File: config.mk
export PLATFORM = sky130hd
export DESIGN_NAME = gf12_tower_mul
export DESIGN_NICKNAME = d
export VERILOG_FILES = /design/src/rtl/gf12_pkg.sv /design/src/rtl/gf_half_mult.sv /design/src/rtl/gf12_tower_core.sv /design/src/rtl/gf12_tower_mul.sv
export SDC_FILE = /design/constraint.sdc
export NUM_CORES = 1
export LEC_CHECK = 0
export CAP_MARGIN = 20
export CORE_ASPECT_RATIO = 0.5
export CORE_MARGIN = 2
export CORE_UTILIZATION = 51
export DETAILED_ROUTE_END_ITERATION = 7
export PLACE_DENSITY = 0.84
export SLEW_MARGIN = 15
export SYNTH_ARGS = -nofsm -noshare
export SYNTH_HDL_FRONTEND = slang
export SYNTH_SLANG_ARGS = --single-unit
File: constraint.sdc
create_clock -name clk -period 4.5 [get_ports clk]
set_clock_uncertainty 0.2 [all_clocks]
set_input_delay 1.35 -clock clk [delete_from_list [all_inputs] [get_ports clk]]
set_output_delay 1.35 -clock clk [all_outputs]
set_load 0.02 [all_outputs]
File: src/rtl/gf12_pkg.sv
package gf12_pkg;
  typedef enum logic {
    MODE_MUL = 1'b0,
    MODE_GEN = 1'b1
  } mul_mode_e;

  localparam int unsigned DEF_HALF_W = 6;
  localparam logic [DEF_HALF_W-1:0] DEF_RED = 6'h03;   // x^6 = x + 1
  localparam logic [DEF_HALF_W-1:0] DEF_MU  = 6'h21;   // extension constant
  localparam logic [2*DEF_HALF_W-1:0] DEF_GEN_K = 12'hE01;
endpackage

File: src/rtl/gf_half_mult.sv
module gf_half_mult #(
  parameter int unsigned HALF_W = 6,
  parameter logic [HALF_W-1:0] RED = 6'h03
) (
  input  logic [HALF_W-1:0] a,
  input  logic [HALF_W-1:0] b,
  output logic [HALF_W-1:0] p
);
  // Shift-and-add: walk bits of a, doubling b each step modulo the polynomial.
  function automatic logic [HALF_W-1:0] half_mul(input logic [HALF_W-1:0] x,
                                                 input logic [HALF_W-1:0] y);
    logic [HALF_W-1:0] acc;
    logic [HALF_W-1:0] yy;
    acc = '0;
    yy  = y;
    for (int i = 0; i < HALF_W; i++) begin
      if (x[i]) acc = acc ^ yy;
      if (yy[HALF_W-1]) yy = {yy[HALF_W-2:0], 1'b0} ^ RED;
      else              yy = {yy[HALF_W-2:0], 1'b0};
    end
    return acc;
  endfunction

  always_comb p = half_mul(a, b);
endmodule

File: src/rtl/gf12_tower_core.sv
module gf12_tower_core #(
  parameter int unsigned HALF_W = 6,
  parameter logic [HALF_W-1:0] RED = 6'h03,
  parameter logic [HALF_W-1:0] MU  = 6'h21,
  localparam int unsigned W = 2 * HALF_W
) (
  input  logic [W-1:0] a,
  input  logic [W-1:0] b,
  output logic [W-1:0] p
);
  logic [HALF_W-1:0] a_hi, a_lo, b_hi, b_lo;
  logic [HALF_W-1:0] cross_prod, low_prod, high_prod, high_scaled;
  logic [HALF_W-1:0] res_hi, res_lo;

  assign a_hi = a[W-1:HALF_W];
  assign a_lo = a[HALF_W-1:0];
  assign b_hi = b[W-1:HALF_W];
  assign b_lo = b[HALF_W-1:0];

  gf_half_mult #(.HALF_W(HALF_W), .RED(RED)) u_cross (
    .a(a_hi ^ a_lo), .b(b_hi ^ b_lo), .p(cross_prod));
  gf_half_mult #(.HALF_W(HALF_W), .RED(RED)) u_low (
    .a(a_lo), .b(b_lo), .p(low_prod));
  gf_half_mult #(.HALF_W(HALF_W), .RED(RED)) u_high (
    .a(a_hi), .b(b_hi), .p(high_prod));
  gf_half_mult #(.HALF_W(HALF_W), .RED(RED)) u_scale (
    .a(high_prod), .b(MU), .p(high_scaled));

  assign res_hi = cross_prod ^ low_prod;
  assign res_lo = high_scaled ^ low_prod;
  assign p = {res_hi, res_lo};
endmodule

File: src/rtl/gf12_tower_mul.sv
module gf12_tower_mul
  import gf12_pkg::*;
#(
  parameter int unsigned HALF_W = DEF_HALF_W,
  parameter logic [HALF_W-1:0] RED = DEF_RED,
  parameter logic [HALF_W-1:0] MU  = DEF_MU,
  parameter logic [2*HALF_W-1:0] GEN_K = DEF_GEN_K,
  parameter bit REG_OUT = 1'b1
) (
  input  logic                  clk,
  input  logic                  rst_n,
  input  logic                  in_valid,
  input  logic                  mode,
  input  logic [2*HALF_W-1:0]   op_a,
  input  logic [2*HALF_W-1:0]   op_b,
  output logic                  out_valid,
  output logic [2*HALF_W-1:0]   product
);
  localparam int unsigned W = 2 * HALF_W;
  localparam logic [W-1:0] ONE = W'(1);

  logic         is_gen;
  logic         gen_zero;
  logic [W-1:0] core_b;
  logic [W-1:0] core_p;
  logic [W-1:0] next_p;

  assign is_gen   = (mul_mode_e'(mode) == MODE_GEN);
  assign gen_zero = is_gen && (op_a == '0);
  assign core_b   = is_gen ? GEN_K : op_b;

  gf12_tower_core #(.HALF_W(HALF_W), .RED(RED), .MU(MU)) u_core (
    .a(op_a), .b(core_b), .p(core_p));

  assign next_p = gen_zero ? ONE : core_p;

  generate
    if (REG_OUT) begin : g_reg
      logic         vld_q;
      logic [W-1:0] prod_q;
      always_ff @(posedge clk) begin
        if (!rst_n) begin
          vld_q  <= 1'b0;
          prod_q <= '0;
        end else begin
          vld_q <= in_valid;
          if (in_valid) prod_q <= next_p;
        end
      end
      assign out_valid = vld_q;
      assign product   = prod_q;

      a_r8_valid_follows: assert property (@(posedge clk) disable iff (!rst_n)
        in_valid |=> out_valid);
      a_r8_valid_drops: assert property (@(posedge clk) disable iff (!rst_n)
        !in_valid |=> !out_valid);
      a_r8_hold: assert property (@(posedge clk) disable iff (!rst_n)
        !in_valid |=> $stable(product));
      a_r4_gen_zero: assert property (@(posedge clk) disable iff (!rst_n)
        (in_valid && is_gen && op_a == '0) |=> product == ONE);
      a_r6_zero_absorbs: assert property (@(posedge clk) disable iff (!rst_n)
        (in_valid && !is_gen && (op_a == '0 || op_b == '0)) |=> product == '0);
      a_r6_unit: assert property (@(posedge clk) disable iff (!rst_n)
        (in_valid && !is_gen && op_b == ONE) |=> product == $past(op_a));
    end else begin : g_comb
      assign out_valid = in_valid;
      assign product   = next_p;

      a_r4_gen_zero: assert property (@(posedge clk) disable iff (!rst_n)
        (is_gen && op_a == '0) |-> product == ONE);
      a_r6_zero_absorbs: assert property (@(posedge clk) disable iff (!rst_n)
        (!is_gen && (op_a == '0 || op_b == '0)) |-> product == '0);
      a_r6_unit: assert property (@(posedge clk) disable iff (!rst_n)
        (!is_gen && op_b == ONE) |-> product == op_a);
    end
  endgenerate

  // low-half-only operands keep the high half of the product empty
  a_r2_low_only: assert property (@(posedge clk) disable iff (!rst_n)
    (!is_gen && op_a[W-1:HALF_W] == '0 && op_b[W-1:HALF_W] == '0)
      |-> core_p[W-1:HALF_W] == '0);
endmodule

==> Implementation_results.wiki, run 1 <==
{| class="wikitable"
! Metric !! Value
|-
| Most common library cell in the layout ignoring fill and taps || sky130_fd_sc_hd__xnor2_1
|-
| CTS Root Buffer Type || sky130_fd_sc_hd__clkbuf_8
|-
| Sequential fraction of the synthesis area || 0.09711
|-
| Utilization after layout || 0.6351
|-
| Share of flip-flops with an asynchronous set or reset after synthesis || 0
|-
| Final Hold Viols || 0
|-
| Buffers inserted by post-CTS timing repair || 0
|-
| Most repeated library cell on the critical path || sky130_fd_sc_hd__xnor2_1
|-
| Number of nets in the layout || 441
|-
| Wire length of the first global-routing pass || 11560 um
|-
| Slew at the pin closest to its max-slew limit || 0.6625 ns
|-
| Arrival @ worst endpoint || 3.87 ns
|-
| Synthesis Warnings || 0
|-
| Total number of placement rows || 18
|-
| Proportion of layout cells with a drive suffix above 1 || 0.08010
|-
| Critical Path RT || 4.43 ns
|-
| Number of routed nets with antenna violations || 0
|-
| Ordered cell list for the critical path || clkdlybuf4s50_1 -> xnor2_1 -> nand2_1 -> and2_1 -> xnor3_1 -> xnor2_1 -> xnor2_1 -> xnor2_1 -> o21ai_0
|-
| Post-Synth Simple-Gate Area || 0.2227
|-
| Static leakage || 0.001202 uW
|-
| Setup violation total in the final timing report || 0
|-
| Post-layout instance area || 3176 sq um
|-
| Share of power burned in the clock network || 0.123
|-
| Number of distinct standard cells referenced by the synthesized netlist || 47
|-
| Height of the die || 55.26 um
|-
| CTS tree || done
|-
| Routed met1 length || 3181 um
|-
| Io pins || 41
|-
| Clock transition time at the flip-flop clock pins of the worst setup and hold paths || 0.05 ns
|-
| Nature of the critical path endpoint || flip-flop
|-
| Leading cell types in the layout, fill and taps excluded || 80 x sky130_fd_sc_hd__xnor2_1, 69 x sky130_fd_sc_hd__nand2_1, 40 x sky130_fd_sc_hd__clkdlybuf4s50_1
|-
| Number of cells after detailed placement || 478
|-
| Largest net degree at the start of global routing || 24
|-
| Cell area reported after detailed placement || 3131 sq um
|-
| Buffer depth of the longest clock path || 2
|-
| Synthesis-to-layout area growth || 18.49%
|-
| Internal || 494.1 uW
|-
| Filler cells || 462
|-
| First DRT Iteration DRCs || 401
|-
| CP max stage cell || sky130_fd_sc_hd__clkdlybuf4s50_1
|-
| Total grt overflow || 0
|-
| Area of the die || 5886 sq um
|-
| Number of synthesized flops with an enable pin || 0
|-
| Average size of a mapped cell || 7.034 sq um
|-
| Number of max-cap violations || 0
|-
| Power per cell area || 268.1 nW/um^2
|-
| Number of buffers inserted for hold repair after clock tree synthesis || 0
|-
| Met2 Wirelength || 2990 um
|-
| Setup crit start kind || input port
|-
| Xor/xnor share of the synthesized area || 0.3996
|-
| Total negative slack || 0 ns
|-
| Most frequently used flop master after synthesis || sky130_fd_sc_hd__dfxtp_1
|-
| Combinational power share || 0.694
|-
| Unrepaired setup endpoints after global routing || no
|-
| Synthesized instance count || 381
|-
| Detailed-router iteration count before antenna repair || 5
|-
| Mux cell area share after synthesis || 0.03968
|-
| DR WL met3 || 693 um
|-
| Sequential power share || 0.183
|-
| Via count of the first global-routing pass || 2385
|-
| Portion of the clock cycle consumed by the worst path in the final layout || 0.8763
|-
| Clock latency at the later pin of the worst-skew pair || 0.24 ns
|-
| Maximum single-stage delay on the critical path || 0.65 ns
|-
| Final Instance Count excl. Fillers || 482
|-
| Flip-flop and latch count after synthesis || 13
|-
| Antenna violations before repair || 0
|-
| Total design power || 851.5 uW
|-
| Wire length after detailed routing || 7001 um
|-
| Worst-path fanout max || 9
|-
| Cts repair resizes || 0
|-
| # port buffers || 40
|-
| Post-detailed-route wirelength per cell || 14.52 um
|-
| DRC errors left || 0
|-
| Maximum vdd drop || 0.1802 mV
|-
| Detailed-route via count || 2681
|-
| Post-layout minimum cycle time || 3.943 ns
|-
| Switching power as a share of total power || 0.4197
|-
| Largest family of logic cells by synthesized area || XOR/XNOR gates
|-
| CTS H-Tree Depth || 1
|-
| Highest routing layer actually used || met4
|-
| GRT Resource Usage Total || 0.2451
|-
| FMAX || 0.2536 GHz
|-
| Switch Pwr || 357.4 uW
|-
| Arithmetic-cell share of the synthesized area counting full adders, half adders and majority gates || 0
|-
| Share of the synthesized area in compound gates (AO/OA/AOI/OAI) || 0.1611
|-
| Result of the run || finished clean
|-
| HPWL after detailed placement || 5687 um
|-
| Diodes inserted || 0
|-
| Die outline width || 106.5 um
|-
| Core footprint || 5000 sq um
|-
| Mapped cell area || 2680 sq um
|-
| CTS sink cnt || 13
|-
| Vias/cell || 5.562
|-
| Gpl congestion || 0.9830
|-
| Effective utilization at floorplan || 0.5360
|-
| Number of buffers inserted during clock tree synthesis || 3
|-
| Post-synth net total || 409
|-
| Slew margin rel. || 0.5552
|-
| Hold WC Path Type || flip-flop to flip-flop
|-
| Start-to-end type of the worst setup path || input port to flip-flop
|-
| Pins Over Slew Limit || 0
|}
==> state kept, by name, indices dropped and copies added, names as in the netlist <==
register,cells
out_valid,1
product,12
==> power by group through the flow <==
| stage | Sequential [uW] | Combinational [uW] | Clock, uW |
|---|---|---|---|
| after floorplan | 190 | 395 | 0 |
| after global placement | 158 | 576 | 0 |
| after CTS | 157 | 588 | 107 |
| after global routing | 159 | 640 | 110 |
| after detailed placement | 159 | 587 | 0 |
| final | 156 | 591 | 105 |
==> critical path: cells and delay by family <==
kind | cells | cell delay, ns
AND/OR/NAND/NOR | 2 | 0.33
XOR/XNOR | 5 | 1.45
AO/OA/AOI/OAI | 1 | 0.10
buffers and inverters | 1 | 0.65
==> worst paths after layout <==
kind | start | end | slack [ns] | depth (start not counted)
worst max register to register | product[4] | product[4] | 3.57 | 3
worst min register to register | product[2] | product[2] | 0.25 | 2
worst min-delay path | product[2] | product[2] | 0.25 | 2
worst max-delay path | op_b[5] | product[1] | 0.56 | 9
==> layout make-up <==
cell class / instances / area (sq um) / area share
Multi-Input combinational cell: 328 / 2206 / 0.6946
Sequential cell: 13 / 260.3 / 0.08195
Clock buffer: 4 / 45.04 / 0.01418
Inverter: 7 / 26.28 / 0.008274
Tap cell: 70 / 87.58 / 0.02758
Timing Repair Buffer: 60 / 550.5 / 0.1734
==> stage by stage <==
step / hold WS [ns] / setup slack [ns]
6_report: 0.2489 / 0.5568
3_5_place_dp: 0.2455 / 0.3335
5_1_grt: 0.2850 / 0.3319
2_1_floorplan: 0.3234 / 1.167
4_1_cts: 0.2552 / 0.5990
3_3_place_gp: 0.2357 / 0.3947
==> Yosys cell counts, drive strengths merged (2+ instances only) <==
cell / number / area, sq um
nand2b: 3 / 18.77
mux2: 3 / 33.78
nand3: 5 / 25.02
a22oi: 6 / 45.04
nor3: 5 / 25.02
nor4: 3 / 18.77
o22ai: 7 / 43.79
nor3b: 3 / 22.52
nand2: 69 / 259.0
a22o: 2 / 17.52
o21ai: 23 / 115.1
xor2: 24 / 225.2
and2: 7 / 43.79
nor2: 32 / 120.1
clkbuf: 5 / 20.01
inv: 7 / 26.28
a31oi: 4 / 25.02
nor2b: 4 / 27.53
dfxtp: 13 / 260.3
buf: 28 / 167.7
mux2i: 6 / 72.57
a21oi: 21 / 105.1
xnor2: 82 / 733.2
xnor3: 5 / 112.6
==> per-layer routing <==
layer,vias up,GRT usage
met5,-,0
met4,0,0.06865
met3,19,0.01535
met2,124,0.3700
met1,1222,0.3754
li1,1316,-
==> kinds of logic (layout without fill, tap and decap cells) <==
group                  Yosys count  in the layout
multiplexers                     9              9
buffers and inverters           40             71
flip-flops                      13             13
XOR/XNOR                       111            111
AO/OA/AOI/OAI                   72             72
AND/OR/NAND/NOR                136            136
Power figures use the tool's default switching activity.
==> inputs of run 2 (changes only) <==
- SKIP_LAST_GASP: not set -> 1
==> results of run 2 <==
No change in the layout: final DEF, timing and power equal those of run 1.
==> inputs of run 3 (changes only) <==
- ABC_AREA: not set -> 1
- CELL_PAD_IN_SITES_DETAIL_PLACEMENT: not set -> 0
- CELL_PAD_IN_SITES_GLOBAL_PLACEMENT: not set -> 1
- CORE_UTILIZATION: 51 -> 40
- PLACE_DENSITY: 0.84 -> 0.95
==> run 3 against run 2 <==
Against the previous run: combinational power down 12%; first-iteration DRC count down 17%; global-route usage down 3.0 points; area after synthesis up 9.5%; sequential share of layout area down 0.75 points; largest power group unchanged; cell count up 44%; flip-flop and latch count unchanged; utilization down 15 points; hold slack better by 0.015 ns; count of clock-buffer cells in the layout unchanged.
==> Implementation_results.wiki, run 3 <==
{| class="wikitable"
! Metric !! Value
|-
| Maximum vdd drop || 0.1214 mV
|-
| Switching power as a share of total power || 0.4469
|-
| Setup crit start kind || input port
|-
| Clock transition time at the flip-flop clock pins of the worst setup and hold paths || 0.04 ns
|-
| Wire length of the first global-routing pass || 13970 um
|-
| HPWL after detailed placement || 7194 um
|-
| Fraction of post-synthesis cell area in the top cell type by area || 0.2890
|-
| GRT Resource Usage Total || 0.2148
|-
| Nature of the critical path endpoint || flip-flop
|-
| Startpoint of the lowest-slack hold path || product[2]
|-
| Post-detailed-route wirelength per cell || 12.37 um
|-
| Gpl congestion || 0.9114
|-
| Buffer depth of the longest clock path || 2
|-
| Hold WC Path Type || flip-flop to flip-flop
|-
| Height of the die || 64.58 um
|-
| Diodes inserted || 0
|-
| Total grt overflow || 0
|-
| CTS H-Tree Depth || 1
|-
| Cts repair resizes || 0
|-
| Sequential power share || 0.173
|-
| Internal || 457.5 uW
|-
| CTS Root Buffer Type || sky130_fd_sc_hd__clkbuf_16
|-
| Storage cell area || 260.3 sq um
|-
| CTS tree || done
|-
| Most common cell in the netlist || sky130_fd_sc_hd__nand2_1
|-
| Clock latency at the later pin of the worst-skew pair || 0.24 ns
|-
| Endpoint of the most critical register-to-register path || product[1]
|-
| Proportion of layout cells with a drive suffix above 1 || 0.07047
|-
| Core footprint || 7212 sq um
|-
| Final Hold Viols || 0
|-
| Most common library cell in the layout ignoring fill and taps || sky130_fd_sc_hd__nand2_1
|-
| Number of buffers inserted for hold repair after clock tree synthesis || 0
|-
| Number of nets in the layout || 625
|-
| Start-to-end type of the worst setup path || input port to flip-flop
|-
| Register-to-register setup slack || 3.68 ns
|-
| Leading cell types in the layout, fill and taps excluded || 226 x sky130_fd_sc_hd__nand2_1, 69 x sky130_fd_sc_hd__inv_1, 65 x sky130_fd_sc_hd__nor2_1
|-
| Antenna violations before repair || 0
|-
| Largest net degree at the start of global routing || 20
|-
| Power per cell area || 236.8 nW/um^2
|-
| Synthesis Warnings || 0
|-
| Number of buffers inserted during clock tree synthesis || 3
|-
| Worst-path fanout max || 19
|-
| Io pins || 41
|-
| Total number of placement rows || 22
|-
| Cell type with the largest total area after synthesis || sky130_fd_sc_hd__nand2_1
|-
| Area of combinational cells with multiple inputs || 2356 sq um
|-
| Top cells by area in the synthesized netlist || sky130_fd_sc_hd__nand2_1 29%, sky130_fd_sc_hd__xnor2_1 11%, sky130_fd_sc_hd__dfxtp_1 8.9%
|-
| Total design power || 827.1 uW
|-
| Die outline width || 125.1 um
|-
| Synthesized instance count || 558
|-
| Vias/cell || 4.724
|-
| Setup violation total in the final timing report || 0
|-
| CTS sink cnt || 13
|-
| Average size of a mapped cell || 5.260 sq um
|-
| Number of routed nets with antenna violations || 0
|-
| Switch Pwr || 369.6 uW
|-
| Buffers inserted by post-CTS timing repair || 0
|-
| Synthesis-to-layout area growth || 19.01%
|-
| Post-layout minimum cycle time || 3.664 ns
|-
| Combinational power share || 0.629
|-
| # port buffers || 40
|-
| Pins Over Slew Limit || 0
|-
| Static leakage || 0.001832 uW
|-
| Area of the die || 8081 sq um
|-
| Number of distinct standard cells referenced by the synthesized netlist || 26
|-
| Flip-flop and latch count after synthesis || 13
|-
| Portion of the clock cycle consumed by the worst path in the final layout || 0.8142
|-
| Arrival @ worst endpoint || 3.63 ns
|-
| Detailed-route via count || 3269
|-
| Utilization after layout || 0.4844
|-
| Sequential fraction of the synthesis area || 0.08866
|-
| Path depth of the worst reg2reg path || 2
|-
| Number of max-cap violations || 0
|-
| Via count of the first global-routing pass || 2811
|-
| FF-to-FF Start || product[1]
|-
| Slew at the pin closest to its max-slew limit || 0.5566 ns
|-
| Filler cells || 792
|-
| First DRT Iteration DRCs || 331
|-
| Effective utilization at floorplan || 0.4070
|-
| Share of flip-flops with an asynchronous set or reset after synthesis || 0
|-
| Detailed-router iteration count before antenna repair || 6
|-
| FMAX || 0.2729 GHz
|-
| Result of the run || finished clean
|-
| Critical Path RT || 4.47 ns
|-
| Cell types with the highest counts after synthesis || 226 x sky130_fd_sc_hd__nand2_1, 69 x sky130_fd_sc_hd__inv_1, 65 x sky130_fd_sc_hd__nor2_1
|-
| Largest register FFs || 12
|-
| Most frequently used flop master after synthesis || sky130_fd_sc_hd__dfxtp_1
|-
| Wire length after detailed routing || 8561 um
|-
| Mapped cell area || 2935 sq um
|-
| Share of power burned in the clock network || 0.198
|-
| Number of cells after detailed placement || 688
|-
| Worst min-delay path endpoint || product[2]
|-
| Total negative slack || 0 ns
|-
| Unrepaired setup endpoints after global routing || no
|-
| Number of synthesized flops with an enable pin || 0
|-
| DRC errors left || 0
|-
| Final Instance Count excl. Fillers || 692
|-
| Worst hold path cell count || 2
|-
| Slew margin rel. || 0.6241
|-
| Post-synth net total || 586
|}
[run 3: cell types whose count changed after synthesis, sizes merged, moves of 18 or more]
| cell | before | now |
|---|---|---|
| nand3 | 5 | 50 |
| o21ai | 23 | 5 |
| inv | 7 | 72 |
| xnor2 | 82 | 41 |
| buf | 28 | 5 |
| nand2 | 69 | 243 |
| nor2 | 32 | 75 |
[run 3: power by group through the flow]
stage                     combinational, uW  clock (uW)  sequential [uW]
final                                   520         164              143
after global routing                    583         175              145
after CTS                               519         169              143
after detailed placement                517           0              145
after global placement                  511           0              145
after floorplan                         346           0              166
[run 3: worst max-delay path by stage]
stage	start	endpoint	slack, ns	depth (start not counted)
after floorplan	mode	product[8]	1.61	17
after global placement	mode	product[8]	0.66	17
after detailed placement	mode	product[3]	0.63	13
after CTS	mode	product[3]	0.88	13
after global routing	mode	product[0]	0.56	16
final	mode	product[3]	0.84	13
[run 3: logic make-up (layout without fill, tap and decap cells)]
kind of cell / Yosys count / count (layout) / share of synthesized area
AO/OA/AOI/OAI: 19 / 19 / 0.03367
XOR/XNOR: 65 / 65 / 0.2067
buffers and inverters: 79 / 117 / 0.1087
flip-flops: 13 / 13 / 0.08866
AND/OR/NAND/NOR: 382 / 382 / 0.5622
[run 3: metal layers]
| layer | global-route usage | up-vias | part of all wire |
|---|---|---|---|
| li1 | - | 1762 | - |
| met1 | 0.3251 | 1404 | 0.52 |
| met2 | 0.3363 | 97 | 0.41 |
| met3 | 0.01734 | 6 | 0.063 |
| met4 | 0.03472 | 0 | 0.0046 |
| met5 | 0 | - | 0 |
[run 3: final cells by class]
class | count | share of cell area
clock buffer | 4 | 0.02256
inverter | 72 | 0.07736
multi-input combinational | 466 | 0.6744
sequential | 13 | 0.07450
tap | 96 | 0.03438
timing repair buffer | 41 | 0.1168
[run 3: worst max-delay path, stage by stage]
cell and delay (ns):
sky130_fd_sc_hd__clkdlybuf4s50_1 0.43, sky130_fd_sc_hd__inv_2 0.31, sky130_fd_sc_hd__nand2_2 0.17, sky130_fd_sc_hd__nor2_1 0.26, sky130_fd_sc_hd__xor2_1 0.17, sky130_fd_sc_hd__nand2_1 0.08, sky130_fd_sc_hd__nand2_1 0.06, sky130_fd_sc_hd__nand2_1 0.06
sky130_fd_sc_hd__nand3b_1 0.08, sky130_fd_sc_hd__nand2_1 0.21, sky130_fd_sc_hd__xnor2_1 0.25, sky130_fd_sc_hd__nand2_1 0.08, sky130_fd_sc_hd__a21oi_1 0.12
[run 3: through the flow]
step                      instance area, sq um  worst slack, ns  hold slack (ns)
final                                     3493           0.8359           0.2643
after global routing                      3493           0.5613           0.2720
after CTS                                 3493           0.8757           0.2653
after detailed placement                  3415           0.6322           0.2582
after global placement                    3415           0.6586           0.2530
after floorplan                           2935            1.608           0.3367
